===== config.mk =====
export PLATFORM = sky130hd
export DESIGN_NAME = mseq_core
export DESIGN_NICKNAME = d
export VERILOG_FILES = /design/src/rtl/mseq_pkg.sv /design/src/rtl/mseq_regfile.sv /design/src/rtl/mseq_alu.sv /design/src/rtl/mseq_ctrl.sv /design/src/rtl/mseq_core.sv
export SDC_FILE = /design/constraint.sdc
export NUM_CORES = 1
export LEC_CHECK = 0
export BUFFER_PORTS_ARGS = -buffer_cell sky130_fd_sc_hd__buf_2
export CORE_MARGIN = 4
export CORE_UTILIZATION = 40
export DETAILED_ROUTE_END_ITERATION = 10
export PLACE_DENSITY = 0.67
export SYNTH_ARGS = -nofsm -noshare
export SYNTH_HDL_FRONTEND = slang
export SYNTH_SLANG_ARGS = --single-unit

===== constraint.sdc =====
create_clock -name clk_i -period 10.6 [get_ports clk_i]
set_input_delay 0.53 -clock clk_i [delete_from_list [all_inputs] [get_ports clk_i]]
set_output_delay 0.53 -clock clk_i [all_outputs]
set_load 0.005 [all_outputs]

===== src/rtl/mseq_pkg.sv =====
package mseq_pkg;

  localparam logic [3:0] OP_HLT  = 4'h0;
  localparam logic [3:0] OP_LD   = 4'h1;
  localparam logic [3:0] OP_LIT  = 4'h2;
  localparam logic [3:0] OP_JMP  = 4'h3;
  localparam logic [3:0] OP_JZ   = 4'h4;
  localparam logic [3:0] OP_JV   = 4'h5;
  localparam logic [3:0] OP_CALL = 4'h6;
  localparam logic [3:0] OP_RET  = 4'h7;
  localparam logic [3:0] OP_ADD  = 4'h8;

  typedef enum logic [3:0] {
    ST_F0, ST_F1, ST_F2, ST_F3, ST_X0, ST_X1, ST_X2, ST_X3, ST_HALT
  } state_e;

  typedef enum logic [1:0] {AR_HOLD, AR_PC, AR_RS, AR_SP} ar_sel_e;
  typedef enum logic [1:0] {DR_HOLD, DR_MEM, DR_PC} dr_sel_e;
  typedef enum logic [1:0] {PC_HOLD, PC_INC, PC_RS, PC_DR} pc_sel_e;
  typedef enum logic [1:0] {SP_HOLD, SP_DEC, SP_INC} sp_sel_e;
  typedef enum logic [1:0] {WB_NONE, WB_DR, WB_LIT, WB_ALU} wb_sel_e;

  typedef struct packed {
    ar_sel_e ar_sel;
    dr_sel_e dr_sel;
    pc_sel_e pc_sel;
    sp_sel_e sp_sel;
    wb_sel_e wb_sel;
    logic    ir_load;
    logic    mem_rd;
    logic    mem_wr;
    logic    halted;
  } ctl_t;

endpackage


===== src/rtl/mseq_regfile.sv =====
module mseq_regfile #(
  parameter int unsigned WIDTH = 16,
  parameter int unsigned COUNT = 16,
  localparam int unsigned IDX_W = $clog2(COUNT)
) (
  input  logic             clk_i,
  input  logic             rst_ni,
  input  logic             we_i,
  input  logic [IDX_W-1:0] waddr_i,
  input  logic [WIDTH-1:0] wdata_i,
  input  logic [IDX_W-1:0] ra_i,
  output logic [WIDTH-1:0] ra_data_o,
  input  logic [IDX_W-1:0] rb_i,
  output logic [WIDTH-1:0] rb_data_o,
  input  logic [IDX_W-1:0] rc_i,
  output logic [WIDTH-1:0] rc_data_o
);

  logic [COUNT-1:0][WIDTH-1:0] regs_q;

  always_ff @(posedge clk_i or negedge rst_ni) begin
    if (!rst_ni) begin
      regs_q <= '0;
    end else if (we_i) begin
      for (int i = 0; i < int'(COUNT); i++) begin
        if (waddr_i == IDX_W'(i)) regs_q[i] <= wdata_i;
      end
    end
  end

  assign ra_data_o = regs_q[ra_i];
  assign rb_data_o = regs_q[rb_i];
  assign rc_data_o = regs_q[rc_i];

  // only the addressed register may change on a write
  p_single_write_r3: assert property (@(posedge clk_i) disable iff (!rst_ni)
    (we_i && rc_i != waddr_i) |=> $stable(rc_data_o) || $past(rc_i) != rc_i);

endmodule


===== src/rtl/mseq_alu.sv =====
module mseq_alu #(
  parameter int unsigned WIDTH = 16
) (
  input  logic [WIDTH-1:0] a_i,
  input  logic [WIDTH-1:0] b_i,
  input  logic             pass_i,
  input  logic [WIDTH-1:0] pass_val_i,
  output logic [WIDTH-1:0] res_o,
  output logic             zero_o,
  output logic             ovf_o
);

  logic [WIDTH-1:0] sum;
  logic             sum_ovf;

  always_comb begin
    sum     = a_i + b_i;
    sum_ovf = (a_i[WIDTH-1] == b_i[WIDTH-1]) && (sum[WIDTH-1] != a_i[WIDTH-1]);
    res_o   = pass_i ? pass_val_i : sum;
    zero_o  = (res_o == '0);
    ovf_o   = pass_i ? 1'b0 : sum_ovf;
  end

endmodule


===== src/rtl/mseq_ctrl.sv =====
module mseq_ctrl
  import mseq_pkg::*;
(
  input  logic       clk_i,
  input  logic       rst_ni,
  input  logic [3:0] op_i,
  input  logic       zf_i,
  input  logic       vf_i,
  output state_e     state_o,
  output ctl_t       ctl_o
);

  state_e state_q, state_d;
  logic   long_op;

  assign long_op = (op_i == OP_LD) || (op_i == OP_CALL) || (op_i == OP_RET);

  always_ff @(posedge clk_i or negedge rst_ni) begin
    if (!rst_ni) state_q <= ST_F0;
    else         state_q <= state_d;
  end

  always_comb begin
    unique case (state_q)
      ST_F0:   state_d = ST_F1;
      ST_F1:   state_d = ST_F2;
      ST_F2:   state_d = ST_F3;
      ST_F3:   state_d = ST_X0;
      ST_X0:   state_d = (op_i == OP_HLT) ? ST_HALT : (long_op ? ST_X1 : ST_F0);
      ST_X1:   state_d = ST_X2;
      ST_X2:   state_d = ST_X3;
      ST_X3:   state_d = ST_F0;
      ST_HALT: state_d = ST_HALT;
      default: state_d = ST_F0;
    endcase
  end

  always_comb begin
    ctl_o = '0;
    case (state_q)
      ST_F0: ctl_o.ar_sel = AR_PC;
      ST_F1: ctl_o.mem_rd = 1'b1;
      ST_F2: ctl_o.dr_sel = DR_MEM;
      ST_F3: begin
        ctl_o.ir_load = 1'b1;
        ctl_o.pc_sel  = PC_INC;
      end
      ST_X0: begin
        case (op_i)
          OP_LD:   ctl_o.ar_sel = AR_RS;
          OP_LIT:  ctl_o.wb_sel = WB_LIT;
          OP_JMP:  ctl_o.pc_sel = PC_RS;
          OP_JZ:   ctl_o.pc_sel = zf_i ? PC_RS : PC_HOLD;
          OP_JV:   ctl_o.pc_sel = vf_i ? PC_RS : PC_HOLD;
          OP_CALL: ctl_o.sp_sel = SP_DEC;
          OP_RET:  ctl_o.ar_sel = AR_SP;
          OP_ADD:  ctl_o.wb_sel = WB_ALU;
          default: ;
        endcase
      end
      ST_X1: begin
        case (op_i)
          OP_LD, OP_RET: ctl_o.mem_rd = 1'b1;
          OP_CALL: begin
            ctl_o.ar_sel = AR_SP;
            ctl_o.dr_sel = DR_PC;
          end
          default: ;
        endcase
      end
      ST_X2: begin
        case (op_i)
          OP_LD, OP_RET: ctl_o.dr_sel = DR_MEM;
          OP_CALL:       ctl_o.mem_wr = 1'b1;
          default: ;
        endcase
      end
      ST_X3: begin
        case (op_i)
          OP_LD:   ctl_o.wb_sel = WB_DR;
          OP_CALL: ctl_o.pc_sel = PC_RS;
          OP_RET: begin
            ctl_o.pc_sel = PC_DR;
            ctl_o.sp_sel = SP_INC;
          end
          default: ;
        endcase
      end
      ST_HALT: ctl_o.halted = 1'b1;
      default: ;
    endcase
  end

  assign state_o = state_q;

  p_long_chain_r13: assert property (@(posedge clk_i) disable iff (!rst_ni)
    (state_q == ST_X0 && long_op) |=> ##2 (state_q == ST_X3));

endmodule


===== src/rtl/mseq_core.sv =====
module mseq_core
  import mseq_pkg::*;
#(
  parameter int unsigned DATA_W = 16,
  parameter int unsigned REG_CNT = 16,
  parameter logic [DATA_W-1:0] SP_RESET = '1,
  localparam int unsigned IDX_W = $clog2(REG_CNT),
  localparam int unsigned LIT_W = 8,
  localparam int unsigned OP_W = 4
) (
  input  logic              clk_i,
  input  logic              rst_ni,
  output logic [DATA_W-1:0] mem_addr_o,
  output logic [DATA_W-1:0] mem_wdata_o,
  input  logic [DATA_W-1:0] mem_rdata_i,
  output logic              mem_rd_o,
  output logic              mem_wr_o,
  output logic              halted_o,
  output logic [DATA_W-1:0] pc_o,
  output logic [DATA_W-1:0] sp_o,
  input  logic [IDX_W-1:0]  obs_sel_i,
  output logic [DATA_W-1:0] obs_data_o
);

  logic [DATA_W-1:0] pc_q, sp_q, ar_q, dr_q, ir_q;
  logic              zf_q, vf_q;
  ctl_t              ctl;
  state_e            state;

  logic [OP_W-1:0]   op;
  logic [IDX_W-1:0]  rd_idx, rs_idx;
  logic [DATA_W-1:0] lit_val, rs_val, rd_val;
  logic [DATA_W-1:0] alu_res;
  logic              alu_z, alu_v;
  logic              wb_en;

  assign op      = ir_q[DATA_W-1 -: OP_W];
  assign rd_idx  = ir_q[8 +: IDX_W];
  assign rs_idx  = ir_q[0 +: IDX_W];
  assign lit_val = {{(DATA_W-LIT_W){1'b0}}, ir_q[LIT_W-1:0]};
  assign wb_en   = (ctl.wb_sel != WB_NONE);

  mseq_ctrl u_ctrl (
    .clk_i   (clk_i),
    .rst_ni  (rst_ni),
    .op_i    (op),
    .zf_i    (zf_q),
    .vf_i    (vf_q),
    .state_o (state),
    .ctl_o   (ctl)
  );

  mseq_regfile #(.WIDTH(DATA_W), .COUNT(REG_CNT)) u_rf (
    .clk_i     (clk_i),
    .rst_ni    (rst_ni),
    .we_i      (wb_en),
    .waddr_i   (rd_idx),
    .wdata_i   (alu_res),
    .ra_i      (rs_idx),
    .ra_data_o (rs_val),
    .rb_i      (rd_idx),
    .rb_data_o (rd_val),
    .rc_i      (obs_sel_i),
    .rc_data_o (obs_data_o)
  );

  mseq_alu #(.WIDTH(DATA_W)) u_alu (
    .a_i        (rd_val),
    .b_i        (rs_val),
    .pass_i     (ctl.wb_sel != WB_ALU),
    .pass_val_i ((ctl.wb_sel == WB_DR) ? dr_q : lit_val),
    .res_o      (alu_res),
    .zero_o     (alu_z),
    .ovf_o      (alu_v)
  );

  always_ff @(posedge clk_i or negedge rst_ni) begin
    if (!rst_ni) begin
      pc_q <= '0;
      sp_q <= SP_RESET;
      ar_q <= '0;
      dr_q <= '0;
      ir_q <= '0;
      zf_q <= 1'b0;
      vf_q <= 1'b0;
    end else begin
      case (ctl.ar_sel)
        AR_PC:   ar_q <= pc_q;
        AR_RS:   ar_q <= rs_val;
        AR_SP:   ar_q <= sp_q;
        default: ;
      endcase
      case (ctl.dr_sel)
        DR_MEM:  dr_q <= mem_rdata_i;
        DR_PC:   dr_q <= pc_q;
        default: ;
      endcase
      if (ctl.ir_load) ir_q <= dr_q;
      case (ctl.pc_sel)
        PC_INC:  pc_q <= pc_q + 1'b1;
        PC_RS:   pc_q <= rs_val;
        PC_DR:   pc_q <= dr_q;
        default: ;
      endcase
      case (ctl.sp_sel)
        SP_DEC:  sp_q <= sp_q - 1'b1;
        SP_INC:  sp_q <= sp_q + 1'b1;
        default: ;
      endcase
      if (wb_en) begin
        zf_q <= alu_z;
        vf_q <= alu_v;
      end
    end
  end

  assign mem_addr_o  = ar_q;
  assign mem_wdata_o = dr_q;
  assign mem_rd_o    = ctl.mem_rd;
  assign mem_wr_o    = ctl.mem_wr;
  assign halted_o    = ctl.halted;
  assign pc_o        = pc_q;
  assign sp_o        = sp_q;

  p_one_strobe_r11: assert property (@(posedge clk_i) disable iff (!rst_ni)
    !(mem_rd_o && mem_wr_o));

  p_pc_step_r2: assert property (@(posedge clk_i) disable iff (!rst_ni)
    (state == ST_F3) |=> (pc_q == $past(pc_q) + 1'b1));

  p_push_at_sp_r8: assert property (@(posedge clk_i) disable iff (!rst_ni)
    mem_wr_o |-> (mem_addr_o == sp_q && mem_wdata_o == pc_q));

  p_pop_bump_r9: assert property (@(posedge clk_i) disable iff (!rst_ni)
    (state == ST_X3 && op == OP_RET) |=> (sp_q == $past(sp_q) + 1'b1));

  p_jz_hold_r7: assert property (@(posedge clk_i) disable iff (!rst_ni)
    (state == ST_X0 && op == OP_JZ && !zf_q) |=> $stable(pc_q));

  p_halt_quiet_r12: assert property (@(posedge clk_i) disable iff (!rst_ni)
    halted_o |=> (halted_o && !mem_rd_o && !mem_wr_o && $stable(pc_q) && $stable(sp_q)));

endmodule


==> metrics.log, run 1 <==
INFO  metric netlist.area_leader.share = 39.28%
INFO  metric worst_path_required = 11110 ps
INFO  metric maxCapViolations = 0
INFO  metric initial_core_util = 40.40%
INFO  metric timing.hold.ws = 54.01 ps
INFO  metric drt_pass1_iterations = 6
INFO  metric drt_iter0_markers = 1942
INFO  metric maxSlewHeadroom = 11.61%
INFO  metric timing.critical_path.fanout_max = 44
INFO  metric area_growth = 11.93%
INFO  metric placed_area = 21880 µm²
INFO  metric cts_post_setup_buffers_inserted = 0
INFO  metric criticalPathCategory = reg2reg
INFO  metric cellPowerDensity = 267.1 nW/µm²
INFO  metric synth.largest_area_cell = sky130_fd_sc_hd__dfrtp_1
INFO  metric grt_pass1_wl = 96860 µm
INFO  metric power_frac_clock = 23.3%
INFO  metric place.port_buffers = 104
INFO  metric worst-endpoint-arrival = 6480 ps
INFO  metric synthesized_netlist_cell_count = 1805
INFO  metric hold_path_class = in2async
INFO  metric design.core.area = 51410 µm²
INFO  metric maxSlewViolCount = 0
INFO  metric share_seq_of_total_power = 36.3%
INFO  metric final_cell_area_excluding_filler_cells = 23250 µm²
INFO  metric average_cell_area_after_synthesis = 11.51 µm²
INFO  metric grt_max_degree = 150
INFO  metric vdd.ir_drop.worst = 0.1262 mV
INFO  metric worst_setup_path_start_kind = register
INFO  metric syn-num-nets = 1861
INFO  metric drc = 0
INFO  metric via_count = 15990
INFO  metric diodes = 0
INFO  metric finalNetCount = 1891
INFO  metric worst_setup_path_end_kind = register
INFO  metric num_rows = 83
INFO  metric totalNegativeSetupSlack = 0 ps
INFO  metric report.final.setup_viol = 0
INFO  metric ioPinCount = 105
INFO  metric report.power.total = 6.210 mW
INFO  metric die-area = 55630 µm²
INFO  metric timing.final.crit_share = 56.28%
INFO  metric comb_power_share = 40.4%
INFO  metric netSwitchingPower = 2.395 mW
INFO  metric synth_area_leaders = sky130_fd_sc_hd__dfrtp_1, sky130_fd_sc_hd__mux4_2, sky130_fd_sc_hd__a21oi_1, sky130_fd_sc_hd__nor2_1, sky130_fd_sc_hd__nand2_1
INFO  metric sequential_to_total_area_share_from_yosys_stat = 41.30%
INFO  metric height_of_the_die = 235.9 µm
INFO  metric numCtsBuffers = 41
INFO  metric overflow = 0
INFO  metric timing.fmax = 167.6 MHz
INFO  metric postCtsHoldBufs = 0
INFO  metric p_sw_share = 38.56%
INFO  metric cts_num_sinks = 342
INFO  metric routed_via_density = 6.292
INFO  metric layout_min_cycle_time = 5965 ps
INFO  metric count_of_yosys_warnings_during_synthesis = 0
INFO  metric syn_area = 20770 µm²
INFO  metric grt_pass1_vias = 16070
INFO  metric outcome = finished, final reports clean
INFO  metric post_cts_gate_resize_count = 0
INFO  metric postSynth.topFlopCell = sky130_fd_sc_hd__dfrtp_1
INFO  metric max_slew.worst_pin.slew = 1326 ps
INFO  metric ctsHtreeMaxLevel = 2
INFO  metric dpl.hpwl = 39690 µm
INFO  metric setup_repair_after_global_routing_missed_its_margin = no
INFO  metric die_width = 235.9 µm
INFO  metric clk_pin_slew = 60 ps
INFO  metric cts-root-to-sink-buffers = 3
INFO  metric hold_viol_final = 0
INFO  metric detail-route-antenna-nets = 0
INFO  metric number_of_flops_mapped_to_enable_cells_by_yosys = 0
INFO  metric tritoncts_clock_tree = built
INFO  metric timing.clock.skew = 19.14 ps
INFO  metric netlist_cell_types = 85
INFO  metric mostFrequentLayoutCell = sky130_fd_sc_hd__dfrtp_1
INFO  metric internal_dissipation = 3.815 mW
INFO  metric insertion_delay = 570 ps
INFO  metric globalRouteTotalUtil = 22.33%
INFO  metric post_route_cells_drive_above_1_share = 29.02%
INFO  metric overall_routed_net_length = 62770 µm
INFO  metric finalWeightedCongestion = 0.8660
INFO  metric synth-async-reset-ratio = 100.0%
INFO  metric ctsRootBufferMaster = sky130_fd_sc_hd__clkbuf_16
INFO  metric layout.cells.most_common_list = sky130_fd_sc_hd__dfrtp_1, sky130_fd_sc_hd__mux4_2, sky130_fd_sc_hd__nor2_1, sky130_fd_sc_hd__a21oi_1, sky130_fd_sc_hd__nand2_1
INFO  metric antenna_found_initial = 3
INFO  metric cellLeakagePower = 9.770 nW
INFO  metric synth.ff_latch_count = 342
INFO  metric routedWlPerCell = 24.70 µm
cells in the mapped netlist, types with 11 or more instances:
library cell,number
sky130_fd_sc_hd__ha_1,32
sky130_fd_sc_hd__a21oi_1,228
sky130_fd_sc_hd__xor2_1,12
sky130_fd_sc_hd__buf_2,14
sky130_fd_sc_hd__mux2i_1,18
sky130_fd_sc_hd__nor2_1,243
sky130_fd_sc_hd__dfrtp_1,326
sky130_fd_sc_hd__buf_1,19
sky130_fd_sc_hd__o21ai_1,26
sky130_fd_sc_hd__a22oi_1,16
sky130_fd_sc_hd__dfstp_2,16
sky130_fd_sc_hd__o21ai_0,81
sky130_fd_sc_hd__nand2_1,156
sky130_fd_sc_hd__nor3_1,23
sky130_fd_sc_hd__nand3_1,19
sky130_fd_sc_hd__a21oi_2,11
sky130_fd_sc_hd__clkbuf_1,116
sky130_fd_sc_hd__mux2_2,14
sky130_fd_sc_hd__inv_1,16
sky130_fd_sc_hd__mux4_2,255
critical path, cell delays in order (launching register included):
cell and delay [ps]:
sky130_fd_sc_hd__dfrtp_4 770, sky130_fd_sc_hd__buf_4 800, sky130_fd_sc_hd__mux4_2 600, sky130_fd_sc_hd__mux4_2 500, sky130_fd_sc_hd__ha_1 250, sky130_fd_sc_hd__fa_1 470, sky130_fd_sc_hd__a211oi_2 290, sky130_fd_sc_hd__o21ai_1 170
sky130_fd_sc_hd__a32o_1 290, sky130_fd_sc_hd__or3_1 320, sky130_fd_sc_hd__a32oi_2 790, sky130_fd_sc_hd__and4_1 310, sky130_fd_sc_hd__and4_1 190, sky130_fd_sc_hd__a31o_1 140
per-layer routing:
| layer | routed length [µm] | GRT usage, % |
|---|---|---|
| met5 | 27 | 0 |
| met1 | 24770 | 30.26 |
| met3 | 6421 | 5.554 |
| met2 | 28810 | 34.75 |
| met4 | 2744 | 9.112 |
through the flow:
stage | cells | util [%] | setup slack, ps
floorplan | 1805 | - | 5722
global placement | 2471 | 42.57 | 4603
detailed placement | 2471 | 42.57 | 4576
CTS | 2540 | 45.21 | 4576
global route | 2541 | 45.23 | 4218
finish | 2541 | 45.23 | 4635
cell families (layout without fill, tap and decap cells):
| family | after synthesis | in the layout | synth area share [%] |
|---|---|---|---|
| flops | 342 | 342 | 41.30 |
| fa+ha+maj | 34 | 34 | 2.120 |
| buf+inv | 171 | 227 | 3.319 |
| xor+xnor | 22 | 22 | 0.9639 |
| simple gates | 512 | 512 | 10.77 |
| compound gates | 436 | 436 | 12.19 |
| mux | 288 | 288 | 29.33 |
path summary, 6_finish.rpt:
kind                           startpoint        endpoint  slack, ps  depth (start not counted)
setup / recovery                  ir_q[8]            zf_q       4630                         13
hold / removal                     rst_ni  mem_wdata_o[2]         50                          1
setup reg to reg                  ir_q[8]            zf_q       4630                         13
hold reg to reg                   ir_q[4]         ir_q[4]        480                          2
max in group asynchronous          rst_ni         ir_q[0]       8910                          2
min in group clk_i         mem_rdata_i[7]  mem_wdata_o[7]        260                          3
layout make-up:
cell class	instances	area, µm²
timing repair buffer	141	823.3
sequential	342	8588
clock inverter	16	237.7
inverter	17	63.81
tap	680	850.8
fill	4627	28160
clock buffer	53	1122
multi-input combinational	1292	11560
state kept, by name, summed over array words and instances, names as in the netlist:
name            count
u_rf.regs_q       256
zf_q                1
sp_o               16
mem_addr_o         16
pc_o               16
mem_wdata_o        16
ir_q               16
vf_q                1
u_ctrl.state_o      4
power groups by stage:
stage	Clock (mW)	Combinational, mW	Sequential, mW
global route	1.52	2.73	2.31
global placement	0	2.43	2.21
floorplan	0	1.92	2.03
detailed placement	0	2.49	2.25
finish	1.45	2.51	2.25
CTS	1.47	2.51	2.24
No activity file was read; power rests on OpenSTA's default activity.
==> run 2, diff against run 1 <==
==> constraint.sdc (replaced) <==
create_clock -name clk_i -period 6.04 [get_ports clk_i]
set_input_delay 0.302 -clock clk_i [delete_from_list [all_inputs] [get_ports clk_i]]
set_output_delay 0.302 -clock clk_i [all_outputs]
set_load 0.005 [all_outputs]
==> run 2 against run 1 <==
Against the previous run:
- clock power increased by 77%
- register-to-register slack got worse by 3600 ps
- die area unchanged
- global-route usage increased by 0.13 points
- maximum frequency increased by 20%
- non-clock buffer count increased by 11
- sequential share of layout area decreased by 0.22 points
- largest cell class unchanged
- highest routed layer unchanged
==> metrics.log, run 2 (synthesis gave the netlist of run 1 again) <==
INFO  metric post_cts_gate_resize_count = 0
INFO  metric grt_max_degree = 173
INFO  metric overall_routed_net_length = 63060 µm
INFO  metric height_of_the_die = 235.9 µm
INFO  metric cts-root-to-sink-buffers = 3
INFO  metric cp_cell_sequence = nand2_1, nor3_1, nand4_1, clkinv_1, buf_4, ha_1, inv_1, fa_1, a21o_1, a21oi_1, o21ai_1, o41ai_1, o311a_1, a2111oi_0, or3_1, a31o_1
INFO  metric outcome = finished, final reports clean
INFO  metric hold_viol_final = 0
INFO  metric num_rows = 83
INFO  metric globalRouteTotalUtil = 22.45%
INFO  metric maxSlewHeadroom = 15.02%
INFO  metric design.core.area = 51410 µm²
INFO  metric finalNetCount = 1901
INFO  metric dpl.hpwl = 41640 µm
INFO  metric place.port_buffers = 104
INFO  metric finalWeightedCongestion = 0.8993
INFO  metric critPathTopFamily = compound AO/OA/AOI/OAI gates
INFO  metric cts_num_sinks = 342
INFO  metric worst-r2r-setup-slack = 1050 ps
INFO  metric mostFrequentLayoutCell = sky130_fd_sc_hd__dfrtp_1
INFO  metric met1_length = 25040 µm
INFO  metric detail-route-antenna-nets = 0
INFO  metric report.power.total = 10.97 mW
INFO  metric diodes = 0
INFO  metric worst_hold_path.num_cells = 3
INFO  metric maxCapViolations = 0
INFO  metric post_route_cells_drive_above_1_share = 29.39%
INFO  metric drc = 0
INFO  metric initial_core_util = 40.40%
INFO  metric die-area = 55630 µm²
INFO  metric die_width = 235.9 µm
INFO  metric worst_r2r_endpoint = sp_o[14]
INFO  metric worstPathBufferInverterCount = 3
INFO  metric insertion_delay = 570 ps
INFO  metric ctsRootBufferMaster = sky130_fd_sc_hd__clkbuf_16
INFO  metric routed_via_density = 6.299
INFO  metric numCtsBuffers = 40
INFO  metric max_slew.worst_pin.slew = 1268 ps
INFO  metric timing.fmax = 200.5 MHz
INFO  metric route.met2.wl = 29470 µm
INFO  metric tritoncts_clock_tree = built
INFO  metric drt_iter0_markers = 1800
INFO  metric grt_pass1_wl = 97790 µm
INFO  metric ioPinCount = 105
INFO  metric cellLeakagePower = 9.838 nW
INFO  metric hold_path_class = in2reg
INFO  metric cellPowerDensity = 469.0 nW/µm²
INFO  metric worst_path_required = 6540 ps
INFO  metric report.final.setup_viol = 0
INFO  metric antenna_found_initial = 1
INFO  metric overflow = 0
INFO  metric routed.top_layer = met5
INFO  metric totalNegativeSetupSlack = 0 ps
INFO  metric maxSlewViolCount = 0
INFO  metric timing.hold.worst.start = mem_rdata_i[9]
INFO  metric r2r-start = ir_q[13]
INFO  metric worst_setup_path_end_kind = register
INFO  metric fillerInstances = 4607
INFO  metric worst-endpoint-arrival = 5480 ps
INFO  metric largest_register = u_rf.regs_q
INFO  metric layout_min_cycle_time = 4987 ps
INFO  metric standard_cell_with_the_maximum_stage_delay_on_the_critical_path = sky130_fd_sc_hd__o41ai_1
INFO  metric via_count = 16090
INFO  metric hold_end = mem_wdata_o[9]
INFO  metric setup_repair_after_global_routing_missed_its_margin = no
INFO  metric area_growth = 12.61%
INFO  metric vdd.ir_drop.worst = 0.2662 mV
INFO  metric timing.critical_path.fanout_max = 19
INFO  metric cpPeakStageDelay = 610 ps
INFO  metric criticalPathCategory = reg2reg
INFO  metric drt_pass1_iterations = 5
INFO  metric timing.clock.skew = 24.26 ps
INFO  metric layout.cells.most_common_list = sky130_fd_sc_hd__dfrtp_1, sky130_fd_sc_hd__mux4_2, sky130_fd_sc_hd__nor2_1, sky130_fd_sc_hd__a21oi_1, sky130_fd_sc_hd__nand2_1
INFO  metric worst_r2r_path_depth = 16
INFO  metric largest_register_ff_count = 256
INFO  metric routedWlPerCell = 24.68 µm
INFO  metric timing.final.crit_share = 82.56%
INFO  metric ctsHtreeMaxLevel = 2
INFO  metric worst_setup_path_start_kind = register
INFO  metric grt_pass1_vias = 16080
INFO  metric met3_wirelength = 6620 µm
INFO  metric clk_pin_slew = 60 ps
run 2: cell types whose count changed in the layout (fill, tap and decap cells not counted), sizes merged:
cell,previous run,this run
buf,141,151
clkbuf,53,58
clkinv,10,9
dlygate4sd3,0,1
inv,17,16
run 2: how the worst max path moves through the flow:
stage          slack [ps]  startpoint  endpoint  cells past startpoint
6_report             1050    ir_q[13]  sp_o[14]                     16
5_1_grt               730    ir_q[13]  sp_o[14]                     16
4_1_cts              1110     ir_q[8]      zf_q                     13
3_5_place_dp         1150     ir_q[8]      zf_q                     13
3_3_place_gp         1180     ir_q[8]      zf_q                     13
2_1_floorplan        1160     ir_q[8]      zf_q                     15
run 2: layout make-up:
cell class,instances,area [µm²],area share (%)
multi-input combinational,1292,11570,49.46
sequential,342,8588,36.72
clock buffer,58,1171,5.007
timing repair buffer,152,933.4,3.991
tap,680,850.8,3.638
clock inverter,14,212.7,0.9094
inverter,17,63.81,0.2728
run 2: report_power, final:
| part | internal, mW | switching, mW | total [mW] |
|---|---|---|---|
| clock | 1.56 | 0.993 | 2.56 |
| sequential | 3.02 | 1.04 | 4.06 |
| combinational | 2.17 | 2.18 | 4.35 |
| total | 6.76 | 4.21 | 11.0 |
run 2: per-layer routing:
metal | vias up | track usage, %
met2 | 891 | 35.31
li1 | 6914 | -
met3 | 143 | 5.928
met4 | 2 | 7.119
met1 | 8143 | 30.74
met5 | - | 0
run 2: worst reg2reg max path, delay by kind of cell, from the launching register on:
| family | cells | cell delay [ps] |
|---|---|---|
| compound gates | 7 | 1890 |
| fa+ha+maj | 2 | 800 |
| buf+inv | 3 | 640 |
| flops | 1 | 570 |
| simple gates | 4 | 1030 |
run 2: what timing repair did:
action | CTS | global route
hold buffers | 1 | 0
buffers inserted | 0 | 0
hold endpoints to repair | 86 | 0
run 2: through the flow:
step / std cells / hold slack (ps) / setup slack [ps] / util, % / cell area [µm²]
4_1_cts: 2555 / 10.15 / 1108 / 45.50 / 23390
5_1_grt: 2555 / 41.03 / 734.7 / 45.50 / 23390
3_5_place_dp: 2482 / 403.8 / 1153 / 42.79 / 21990
6_report: 2555 / 32.21 / 1053 / 45.50 / 23390
3_3_place_gp: 2482 / 403.2 / 1180 / 42.79 / 21990
2_1_floorplan: 1805 / 6.409 / 1162 / - / 20770
